File: src/rtl/host_req_queues.sv
module host_req_queues #(
  parameter int DEPTH   = 8,
  parameter int CH_W    = 4,
  parameter int SPACE_W = 16,
  localparam int CNT_W  = $clog2(DEPTH + 1),
  localparam int ENT_W  = CH_W + 3,
  localparam int STAT_W = ENT_W + CNT_W + SPACE_W
) (
  input  logic               clk,
  input  logic               rst_n,
  input  logic               per_push,
  input  logic [1:0]         per_tok,
  input  logic [CH_W-1:0]    per_ch,
  input  logic               per_term,
  input  logic               per_pop,
  input  logic [SPACE_W-1:0] per_space,
  output logic [STAT_W-1:0]  per_status,
  output logic               per_overflow,
  input  logic               np_push,
  input  logic [1:0]         np_tok,
  input  logic [CH_W-1:0]    np_ch,
  input  logic               np_term,
  input  logic               np_pop,
  input  logic [SPACE_W-1:0] np_space,
  output logic [STAT_W-1:0]  np_status,
  output logic               np_overflow
);
  localparam int PTR_W = (DEPTH > 1) ? $clog2(DEPTH) : 1;

  logic [1:0]         push_v, pop_v, ovf_v;
  logic [ENT_W-1:0]   ent_v   [2];
  logic [SPACE_W-1:0] space_v [2];
  logic [STAT_W-1:0]  stat_v  [2];

  assign push_v     = {np_push, per_push};
  assign pop_v      = {np_pop, per_pop};
  assign ent_v[0]   = {per_term, per_ch, per_tok};
  assign ent_v[1]   = {np_term, np_ch, np_tok};
  assign space_v[0] = per_space;
  assign space_v[1] = np_space;

  assign per_status   = stat_v[0];
  assign np_status    = stat_v[1];
  assign per_overflow = ovf_v[0];
  assign np_overflow  = ovf_v[1];

  for (genvar q = 0; q < 2; q++) begin : g_q
    logic [ENT_W-1:0] mem [DEPTH];
    logic [PTR_W-1:0] rd, wr;
    logic [CNT_W-1:0] cnt;
    logic             ovf;
    logic [ENT_W-1:0] head;
    logic [CNT_W-1:0] free;
    logic             full, empty, do_push, do_pop;

    assign full    = (cnt == CNT_W'(DEPTH));
    assign empty   = (cnt == '0);
    assign do_push = push_v[q] && !full;
    assign do_pop  = pop_v[q] && !empty;

    always_ff @(posedge clk or negedge rst_n) begin
      if (!rst_n) begin
        rd  <= '0;
        wr  <= '0;
        cnt <= '0;
        ovf <= 1'b0;
      end else begin
        if (do_push) wr <= (wr == PTR_W'(DEPTH - 1)) ? '0 : wr + 1'b1;
        if (do_pop)  rd <= (rd == PTR_W'(DEPTH - 1)) ? '0 : rd + 1'b1;
        if (do_push && !do_pop)      cnt <= cnt + 1'b1;
        else if (do_pop && !do_push) cnt <= cnt - 1'b1;
        if (push_v[q] && full) ovf <= 1'b1;
      end
    end

    always_ff @(posedge clk) begin
      if (do_push) mem[wr] <= ent_v[q];
    end

    assign head      = empty ? '0 : mem[rd];
    assign free      = CNT_W'(DEPTH) - cnt;
    assign stat_v[q] = {head, free, space_v[q]};
    assign ovf_v[q]  = ovf;

    AST_CNT_RANGE: assert property (@(posedge clk) disable iff (!rst_n)
      cnt <= CNT_W'(DEPTH));
    AST_FULL_DROP: assert property (@(posedge clk) disable iff (!rst_n)
      (full && push_v[q] && !pop_v[q]) |=> (free == '0 && ovf));
    AST_OVF_STICKY: assert property (@(posedge clk) disable iff (!rst_n)
      ovf |=> ovf);
    AST_EMPTY_POP: assert property (@(posedge clk) disable iff (!rst_n)
      (empty && pop_v[q] && !push_v[q]) |=> (free == CNT_W'(DEPTH)));
    AST_PUSHPOP_HOLD: assert property (@(posedge clk) disable iff (!rst_n)
      (!empty && !full && push_v[q] && pop_v[q]) |=> $stable(free));
    AST_EMPTY_HEAD: assert property (@(posedge clk) disable iff (!rst_n)
      (free == CNT_W'(DEPTH)) |-> (stat_v[q][STAT_W-1 -: ENT_W] == '0));
  end
endmodule

File: config.mk
export PLATFORM = sky130hd
export DESIGN_NAME = host_req_queues
export DESIGN_NICKNAME = d
export VERILOG_FILES = /design/src/rtl/host_req_queues.sv
export SDC_FILE = /design/constraint.sdc
export NUM_CORES = 1
export LEC_CHECK = 0
export BUFFER_PORTS_ARGS = -buffer_cell sky130_fd_sc_hd__buf_2
export CAP_MARGIN = 10
export CORE_ASPECT_RATIO = 1.4
export CORE_MARGIN = 5
export CORE_UTILIZATION = 56
export DETAILED_ROUTE_END_ITERATION = 8
export PLACE_DENSITY = 0.88
export SLEW_MARGIN = 30
export SYNTH_ARGS = -nofsm -noshare
export SYNTH_HDL_FRONTEND = slang
export SYNTH_SLANG_ARGS = --single-unit
File: constraint.sdc
create_clock -name clk -period 3.75 [get_ports clk]
set_input_delay 0.75 -clock clk [delete_from_list [all_inputs] [get_ports clk]]
set_output_delay 0.75 -clock clk [all_outputs]
set_load 0.05 [all_outputs]
==> results of run 1 <==
==> layout make-up <==
class                           count  share of cell area [%]
Sequential cell                   134                    58.3
Multi-Input combinational cell    158                    25.4
Clock buffer                       17                    6.34
Timing Repair Buffer               55                    4.55
Tap cell                          138                    2.57
Clock inverter                     15                    2.28
Inverter                           10                   0.559
==> Yosys cell counts <==
library cell    n
edfxtp_1      112
buf_4          34
dfrtp_1        22
ha_1           16
mux4_2         16
a22o_1         14
mux2_2         14
mux4_1         12
nor2_1         12
nor3_1         12
inv_1          10
nand2_1         8
nand2b_1        6
nand3_1         6
xnor2_1         6
a21oi_1         4
clkbuf_1        4
nand3b_1        4
nor2b_1         4
o211ai_1        4
a2111o_1        2
buf_12          2
buf_2           2
buf_6           2
fa_1            2
mux2i_1         2
nor3b_1         2
nor4_1          2
o21ai_0         2
o21bai_1        2
or3_1           2
or4_1           2
xor2_1          2
==> flip-flops by register name, indices dropped and copies added (netlist names) <==
signal	cells
g_q.cnt	8
g_q.mem	112
g_q.rd	6
g_q.wr	6
np_overflow	1
per_overflow	1
==> power by group <==
part           internal (mW)  total [mW]  switching [mW]
clock network          0.981        1.60           0.624
registers               1.93        2.28           0.346
logic                  0.965        2.52            1.55
total                   3.88        6.40            2.52
==> per-layer routing <==
layer / vias up / track usage, %
met5: - / 0
met1: 1565 / 18.8
li1: 1390 / -
met4: 0 / 8.62
met3: 26 / 4.98
met2: 108 / 31.7
==> critical path, delay by kind of cell, from the launching register on <==
kind	cells	cell delay, ps
AND/OR/NAND/NOR	2	680
AO/OA/AOI/OAI	1	290
adder cells (fa/ha/maj)	1	230
flip-flops	1	500
buffers and inverters	2	350
==> how the worst min path moves through the flow <==
| stage | startpoint | to | slack (ps) |
|---|---|---|---|
| floorplan | rst_n | g_q[0].cnt[0]$_DFFE_PN0P_ | 450 |
| global placement | per_overflow$_DFFE_PN0P_ | per_overflow$_DFFE_PN0P_ | 460 |
| detailed placement | per_overflow$_DFFE_PN0P_ | per_overflow$_DFFE_PN0P_ | 470 |
| CTS | rst_n | g_q[0].wr[0]$_DFFE_PN0P_ | 330 |
| global route | rst_n | per_overflow$_DFFE_PN0P_ | 350 |
| finish | rst_n | g_q[0].wr[0]$_DFFE_PN0P_ | 320 |
==> kinds of logic after synthesis <==
group	synth area share, %
AO/OA/AOI/OAI	3.68
AND/OR/NAND/NOR	5.22
multiplexers	14.2
buffers and inverters	6.35
flip-flops	65.3
adder cells (fa/ha/maj)	4.01
XOR/XNOR	1.17
==> metrics by stage <==
stage	worst slack, ps	utilization, %
floorplan	1130	-
global placement	969	58.9
detailed placement	795	58.9
CTS	508	64.4
global route	402	64.5
finish	538	64.5
==> impl_metrics.csv, run 1 <==
group,metric,value,unit
synth,yosys-top-cells-area,"edfxtp_1 56%, dfrtp_1 9.2%, mux4_2 6.0%",
routing,drt_first_pass_iters,4,
worst_setup_path,worst_r2r_endpoint,"g_q[1].cnt[3]$_DFFE_PN0P_",
cts,clk_latency,410,ps
global_route,gr-total-overflow,0,
final_layout,final_common_cell,"edfxtp_1",
sta,slew_headroom,44.7,%
cts,clkTransAtPathRegs,60,ps
final_layout,drive_gt1_share,30.3,%
final_layout,instances_no_fill,527,
run,max-cap-violations,0,
routing,drt_iter0_drc,100,
worst_setup_path,worstSetupPathType,"reg -> out",
synth,ys_types,33,
worst_setup_path,cp_cell_sequence,"inv_1, ha_1, nor3b_1, nor2b_1, a22o_1, buf_2",
final_layout,final_cell_mix,"112 x edfxtp_1, 43 x buf_2, 22 x dfrtp_1, 17 x clkbuf_16",
routing,drt_drc_violations_left,0,
cts,numCtsBuffers,17,
final_layout,syn2layout_area_growth,12.0,%
worst_setup_path,worstSetupStartpoint,"g_q[0].cnt[0]$_DFFE_PN0P_",
outcome,status,"completed",
floorplanning,die_area,12900,um^2
cts,cts.htree.levels,4,
routing,wl_per_cell,20.1,um
sta,drv_slew,0,
cts,cts_resized,0,
global_route,grt_max_degree,23,
power_and_ir_drop,power_leakage,2.47,nW
final_layout,fin_nets,446,
floorplanning,rows,44,
sta,tns,0,ps
synth,yosysWarningCount,0,
routing,routed.top_layer,"met4",
worst_setup_path,r2r-start,"g_q[1].cnt[0]$_DFFE_PN0P_",
worst_setup_path,crit_end,"per_status[21]",
routing,ant_nets,0,
routing,dr_wl_met2,5.90,mm
worst_hold_path,hold_class,"in -> async",
floorplanning,design.core.area,10400,um^2
floorplanning,die_y,132,um
global_route,antenna_found_initial,0,
placed_design,gp_routability_congestion,0.811,
placed_design,io_buffers,43,
placed_design,post_dp_cell_area,6130,um^2
routing,vias,3089,
cts,post-cts-setup-buffers,0,
cts,clockBufferDepth,2,
cts,tritoncts,"done",
worst_setup_path,arrival,2460,ps
power_and_ir_drop,powerDensity,954,nW/um^2
final_layout,final_area,6710,um^2
synth,syn_nets,416,
placed_design,place_inst,495,
worst_setup_path,cp_max_fo,7,
final_layout,multi_input_area,1700,um^2
sta,period_share,85.6,%
floorplanning,initial_core_util,57.6,%
synth,syn_area,5990,um^2
floorplanning,pin_count,108,
worst_setup_path,cp-start-kind,"register",
routing,wl,10.6,mm
synth,post-synth-top-area-cell,"edfxtp_1",
sta,worst-slew-pin-transition,830,ps
final_layout,seq_area,3910,um^2
global_route,track_usage,17.6,%
sta,hold_viol,0,
sta,setup_violations,0,
sta,period_minus_slack,3210,ps
routing,viasPerCell,5.86,
power_and_ir_drop,ir_drop,0.659,mV
floorplanning,fp.dieW,97.4,um
global_route,grt_pass1_vias,3384,
worst_setup_path,setup.worst_path.end_class,"output port",
sta,rsz0062_at_grt,"false",
global_route,grt_pass1_wl,17.3,mm
worst_setup_path,slowest_delay,520,ps
final_layout,nFillCells,681,
routing,wl_met3,506,um
synth,synthCells,346,
sta,skew,7.37,ps
routing,wl_met1,3.93,mm
power_and_ir_drop,total_power,6.40,mW
synth,yosysSeqAreaShare,65.3,%
worst_setup_path,crit_slowest_cell,"nor2b_1",
sta,fmax,311,MHz
placed_design,hpwl,7.38,mm
sta,hold_ws,315,ps
synth,ys_seq_elements,134,
cts,cts-root-buf,"clkbuf_16",
worst_setup_path,reg2reg_slack,780,ps
cts,clock-sinks,134,
worst_setup_path,cp.required,3000,ps
synth,synth_top_area_share,56.1,%
cts,ctsHoldBuffers,0,
final_layout,antenna_cells,0,
synth,avgSynthCellArea,17.3,um^2
worst_setup_path,worst_r2r_path_depth,10,
Note: power is estimated with default switching activity, not from simulation.
==> run 2: changes to the inputs <==
GPL_TIMING_DRIVEN = 0   (was unset)
==> run 2 against run 1 <==
Non-clock buffer count grew 66. Largest power group unchanged. Sequential cell count unchanged. Maximum frequency hardly changed. Count of clock-buffer cells in the layout did not move. Highest routed layer unchanged. Critical path depth unchanged. Critical endpoint is now per_status[26].
==> impl_metrics.csv, run 2 (synthesized netlist as in run 1, its figures left out) <==
group,metric,value,unit
run,max-cap-violations,0,
worst_setup_path,worstSetupPathType,"reg -> out",
cts,cts_resized,0,
cts,cts.htree.levels,4,
placed_design,hpwl,8.37,mm
worst_setup_path,cp.required,3000,ps
final_layout,instances_no_fill,593,
sta,hold_viol,0,
cts,ctsHoldBuffers,0,
floorplanning,die_y,132,um
final_layout,fin_util,68.9,%
placed_design,post-place-ws,724,ps
worst_setup_path,cp-start-kind,"register",
worst_setup_path,reg2reg_slack,680,ps
sta,worst-slew-pin-transition,798,ps
cts,post-cts-setup-buffers,0,
sta,tns,0,ps
routing,drt_drc_violations_left,0,
routing,ant_nets,0,
routing,wl,11.4,mm
cts,clk_latency,410,ps
placed_design,place_inst,561,
sta,slew_headroom,46.5,%
sta,setup_violations,0,
worst_hold_path,hold_class,"in -> async",
cts,tritoncts,"done",
outcome,status,"completed",
final_layout,regMostFlops,"g_q.mem",
floorplanning,fp.dieW,97.4,um
worst_setup_path,worst_r2r_path_depth,10,
sta,period_share,85.6,%
worst_setup_path,arrival,2460,ps
cts,numCtsBuffers,17,
cts,clkTransAtPathRegs,60,ps
final_layout,final_cell_mix,"112 x edfxtp_1, 79 x buf_2, 34 x buf_4, 22 x dfrtp_1, 17 x clkbuf_16",
final_layout,drive_gt1_share,41.1,%
floorplanning,design.core.area,10400,um^2
global_route,antenna_found_initial,0,
floorplanning,die_area,12900,um^2
sta,hold_ws,300,ps
global_route,gr-total-overflow,0,
power_and_ir_drop,powerDensity,917,nW/um^2
sta,finalWorstSetupSlack,541,ps
power_and_ir_drop,ir_drop,0.947,mV
floorplanning,initial_core_util,57.6,%
routing,viasPerCell,5.60,
routing,vias,3322,
worst_setup_path,cp_max_fo,7,
routing,drt_iter0_drc,125,
sta,drv_slew,0,
placed_design,gp_routability_congestion,0.755,
final_layout,antenna_cells,0,
global_route,track_usage,18.8,%
floorplanning,pin_count,108,
floorplanning,rows,44,
cts,cts-root-buf,"clkbuf_16",
final_layout,syn2layout_area_growth,19.7,%
cts,clock-sinks,134,
routing,wl_per_cell,19.3,um
final_layout,fin_nets,512,
sta,fmax,312,MHz
cts,clockBufferDepth,2,
global_route,grt_pass1_wl,18.4,mm
global_route,grt_max_degree,23,
sta,period_minus_slack,3210,ps
power_and_ir_drop,power_leakage,2.75,nW
worst_setup_path,setup.worst_path.end_class,"output port",
final_layout,largest_reg_flops,112,
final_layout,reg_top3,"g_q.mem x112, g_q.cnt x8",
sta,rsz0062_at_grt,"false",
sta,skew,9.82,ps
routing,drt_first_pass_iters,4,
global_route,grt_pass1_vias,3487,
final_layout,final_common_cell,"edfxtp_1",
placed_design,io_buffers,75,
[run 2: cell types whose count changed in the layout (fill, tap and decap cells not counted), sizes merged]
| cell | previous run | this run |
|---|---|---|
| clkinv | 5 | 4 |
| buf | 55 | 117 |
| clkbuf | 17 | 21 |
| clkinvlp | 4 | 3 |
| inv | 14 | 17 |
| bufinv | 2 | 1 |
[run 2: layer usage]
metal / GRT usage, % / share of wire (%) / vias to the layer above
li1: - / - / 1538
met1: 19.5 / 35 / 1659
met2: 35.0 / 58 / 108
met3: 5.98 / 4.9 / 17
met4: 7.01 / 1.8 / 0
met5: 0 / 0 / -
[run 2: final cells by class]
type,instances,area [um^2]
Sequential cell,134,3910
Fill cell,659,3230
Multi-Input combinational cell,158,1750
Clock buffer,17,425
Timing Repair Buffer,77,385
Buffer,44,343
Tap cell,138,173
Clock inverter,15,146
Inverter,10,37.5
[run 2: path summary, 6_finish.rpt]
check | from | endpoint
min in group clk | per_overflow$_DFFE_PN0P_ | per_overflow$_DFFE_PN0P_
worst max register to register | g_q[1].cnt[0]$_DFFE_PN0P_ | g_q[1].cnt[3]$_DFFE_PN0P_
max in group asynchronous | rst_n | g_q[0].rd[1]$_DFFE_PN0P_
worst max-delay path | g_q[0].cnt[0]$_DFFE_PN0P_ | per_status[26]
worst min-delay path | rst_n | g_q[0].wr[1]$_DFFE_PN0P_
worst min register to register | per_overflow$_DFFE_PN0P_ | per_overflow$_DFFE_PN0P_
[run 2: worst max-delay path: stages, from the launching register on]
cell and delay (ps):
dfrtp_1 500, inv_1 80, ha_1 250, nor3b_1 180, nor2_1 500, a22o_1 260, buf_2 270
[run 2: where the power goes]
group | internal (mW) | switching (mW)
logic | 1.05 | 1.76
registers | 1.94 | 0.252
clock network | 0.929 | 0.647
total | 3.92 | 2.66
[run 2: per-stage QoR]
stage / total power, mW / cell area (um^2)
after floorplan: 4.39 / 5990
after global placement: 4.89 / 6540
after detailed placement: 5.06 / 6600
after CTS: 6.64 / 7170
after global routing: 6.91 / 7170
final: 6.58 / 7170
==> run 3: changes to the inputs <==
CORE_UTILIZATION = 58   (was 56)
CTS_BUF_LIST = sky130_fd_sc_hd__clkbuf_8   (was unset)
PLACE_DENSITY = 0.91   (was 0.88)
==> run 3 against run 2 <==
First-iteration DRC count is 9.6% higher. Routed wire length is 5.1% lower. Combinational power hardly changed. Count of clock-buffer cells in the layout stayed put. Cell count is 0.17% lower.
==> impl_metrics.csv, run 3 (synthesized netlist as in run 1, its figures left out) <==
group,metric,value,unit
outcome,status,"completed",
floorplanning,die_y,130,um
routing,drt_drc_violations_left,0,
routing,ant_nets,0,
final_layout,reg_top3,"g_q.mem x112, g_q.cnt x8",
routing,wl_per_cell,18.3,um
global_route,grt_pass1_wl,16.6,mm
power_and_ir_drop,powerDensity,873,nW/um^2
cts,cts.htree.levels,4,
final_layout,regMostFlops,"g_q.mem",
global_route,grt_pass1_vias,3327,
sta,slew_headroom,51.7,%
cts,numCtsBuffers,17,
worst_setup_path,cp_cell_sequence,"inv_1, ha_1, nor3b_1, nor2_1, a22o_1, buf_2",
run,max-cap-violations,0,
worst_setup_path,cp-start-kind,"register",
placed_design,place_inst,561,
placed_design,gp_routability_congestion,0.750,
sta,period_minus_slack,3150,ps
sta,setup_violations,0,
sta,period_share,84.1,%
final_layout,largest_reg_flops,112,
cts,cts-root-buf,"clkbuf_8",
routing,viasPerCell,5.54,
final_layout,seq_area,3910,um^2
floorplanning,pin_count,108,
sta,worst-slew-pin-transition,722,ps
final_layout,multi_input_area,1750,um^2
worst_setup_path,worstSetupStartpoint,"g_q[1].cnt[0]$_DFFE_PN0P_",
worst_setup_path,cp_max_fo,7,
worst_setup_path,setup.worst_path.end_class,"output port",
worst_setup_path,worst_r2r_path_depth,10,
final_layout,final_common_cell,"edfxtp_1",
global_route,grt_max_degree,23,
sta,tns,0,ps
cts,clock-sinks,134,
cts,clk_latency,430,ps
worst_setup_path,worst_r2r_endpoint,"g_q[1].cnt[3]$_DFFE_PN0P_",
cts,tritoncts,"done",
sta,drv_slew,0,
sta,hold_viol,0,
routing,drt_iter0_drc,137,
global_route,gr-total-overflow,0,
sta,rsz0062_at_grt,"false",
floorplanning,rows,44,
worst_setup_path,worstSetupPathType,"reg -> out",
cts,clockBufferDepth,2,
worst_setup_path,crit_end,"np_status[25]",
final_layout,nFillCells,689,
sta,fmax,317,MHz
routing,wl,10.8,mm
worst_setup_path,crit_slowest_cell,"dfrtp_1",
cts,post-cts-setup-buffers,0,
global_route,antenna_found_initial,0,
final_layout,final_cell_mix,"112 x edfxtp_1, 79 x buf_2, 34 x buf_4, 22 x dfrtp_1, 17 x clkbuf_8",
floorplanning,fp.dieW,95.9,um
cts,ctsHoldBuffers,0,
worst_hold_path,hold_class,"in -> async",
worst_setup_path,slowest_delay,500,ps
placed_design,hpwl,8.03,mm
floorplanning,initial_core_util,58.5,%
worst_setup_path,arrival,2400,ps
final_layout,syn2layout_area_growth,16.4,%
cts,clkTransAtPathRegs,70,ps
worst_setup_path,r2r-start,"g_q[1].cnt[0]$_DFFE_PN0P_",
worst_setup_path,reg2reg_slack,710,ps
sta,skew,9.77,ps
final_layout,fin_util,68.1,%
floorplanning,die_area,12500,um^2
floorplanning,design.core.area,10200,um^2
power_and_ir_drop,power_leakage,2.67,nW
final_layout,fin_nets,512,
power_and_ir_drop,ir_drop,0.641,mV
power_and_ir_drop,total_power,6.09,mW
global_route,track_usage,18.3,%
final_layout,antenna_cells,0,
final_layout,instances_no_fill,592,
placed_design,io_buffers,75,
routing,vias,3281,
routing,drt_first_pass_iters,4,
cts,cts_resized,0,
final_layout,drive_gt1_share,40.5,%
worst_setup_path,cp.required,3000,ps
==> run 3: cell types whose count changed in the layout (fill, tap and decap cells not counted), sizes merged <==
cell / delta
clkinv: +1
inv: -3
bufinv: +1
==> run 3: worst max-delay path, delay by kind of cell (launching register included) <==
| kind | cells | cell delay, ps |
|---|---|---|
| fa+ha+maj | 1 | 240 |
| buf+inv | 2 | 340 |
| simple gates | 2 | 660 |
| flops | 1 | 500 |
| compound gates | 1 | 240 |
==> run 3: power breakdown <==
| group | total (mW) | switching (mW) | internal (mW) |
|---|---|---|---|
| registers | 2.18 | 0.246 | 1.93 |
| logic | 2.80 | 1.75 | 1.05 |
| clock network | 1.11 | 0.533 | 0.581 |
==> run 3: worst min-delay path by stage <==
stage / start / endpoint / slack [ps] / cells past startpoint
after detailed placement: np_overflow$_DFFE_PN0P_ / np_overflow$_DFFE_PN0P_ / 470 / 1
final: rst_n / per_overflow$_DFFE_PN0P_ / 280 / 1
after floorplan: rst_n / g_q[0].cnt[0]$_DFFE_PN0P_ / 450 / 0
after global routing: rst_n / g_q[0].wr[2]$_DFFE_PN0P_ / 310 / 1
after CTS: rst_n / per_overflow$_DFFE_PN0P_ / 280 / 1
after global placement: per_overflow$_DFFE_PN0P_ / per_overflow$_DFFE_PN0P_ / 460 / 1
==> run 3: through the flow <==
step                      setup slack, ps  cell area [um^2]  hold slack [ps]
after CTS                             505              6960              276
after global routing                  395              6970              312
final                                 598              6970              282
after detailed placement              691              6590              473
after floorplan                      1130              5990              454
after global placement                795              6540              456
==> run 3: cell type report <==
cell class	instances	area share, %
Tap cell	138	2.48
Multi-Input combinational cell	158	25.1
Inverter	10	0.538
Clock inverter	14	1.97
Timing Repair Buffer	77	5.53
Sequential cell	134	56.1
Clock buffer	17	3.36
Buffer	44	4.92
==> run 3: routing by layer <==
metal / up-vias / share of wire (%) / global-route usage (%)
met5: - / 0 / 0
met4: 0 / 2.1 / 8.71
met3: 24 / 4.7 / 4.33
met2: 89 / 57 / 33.5
met1: 1638 / 36 / 19.4
li1: 1530 / - / -
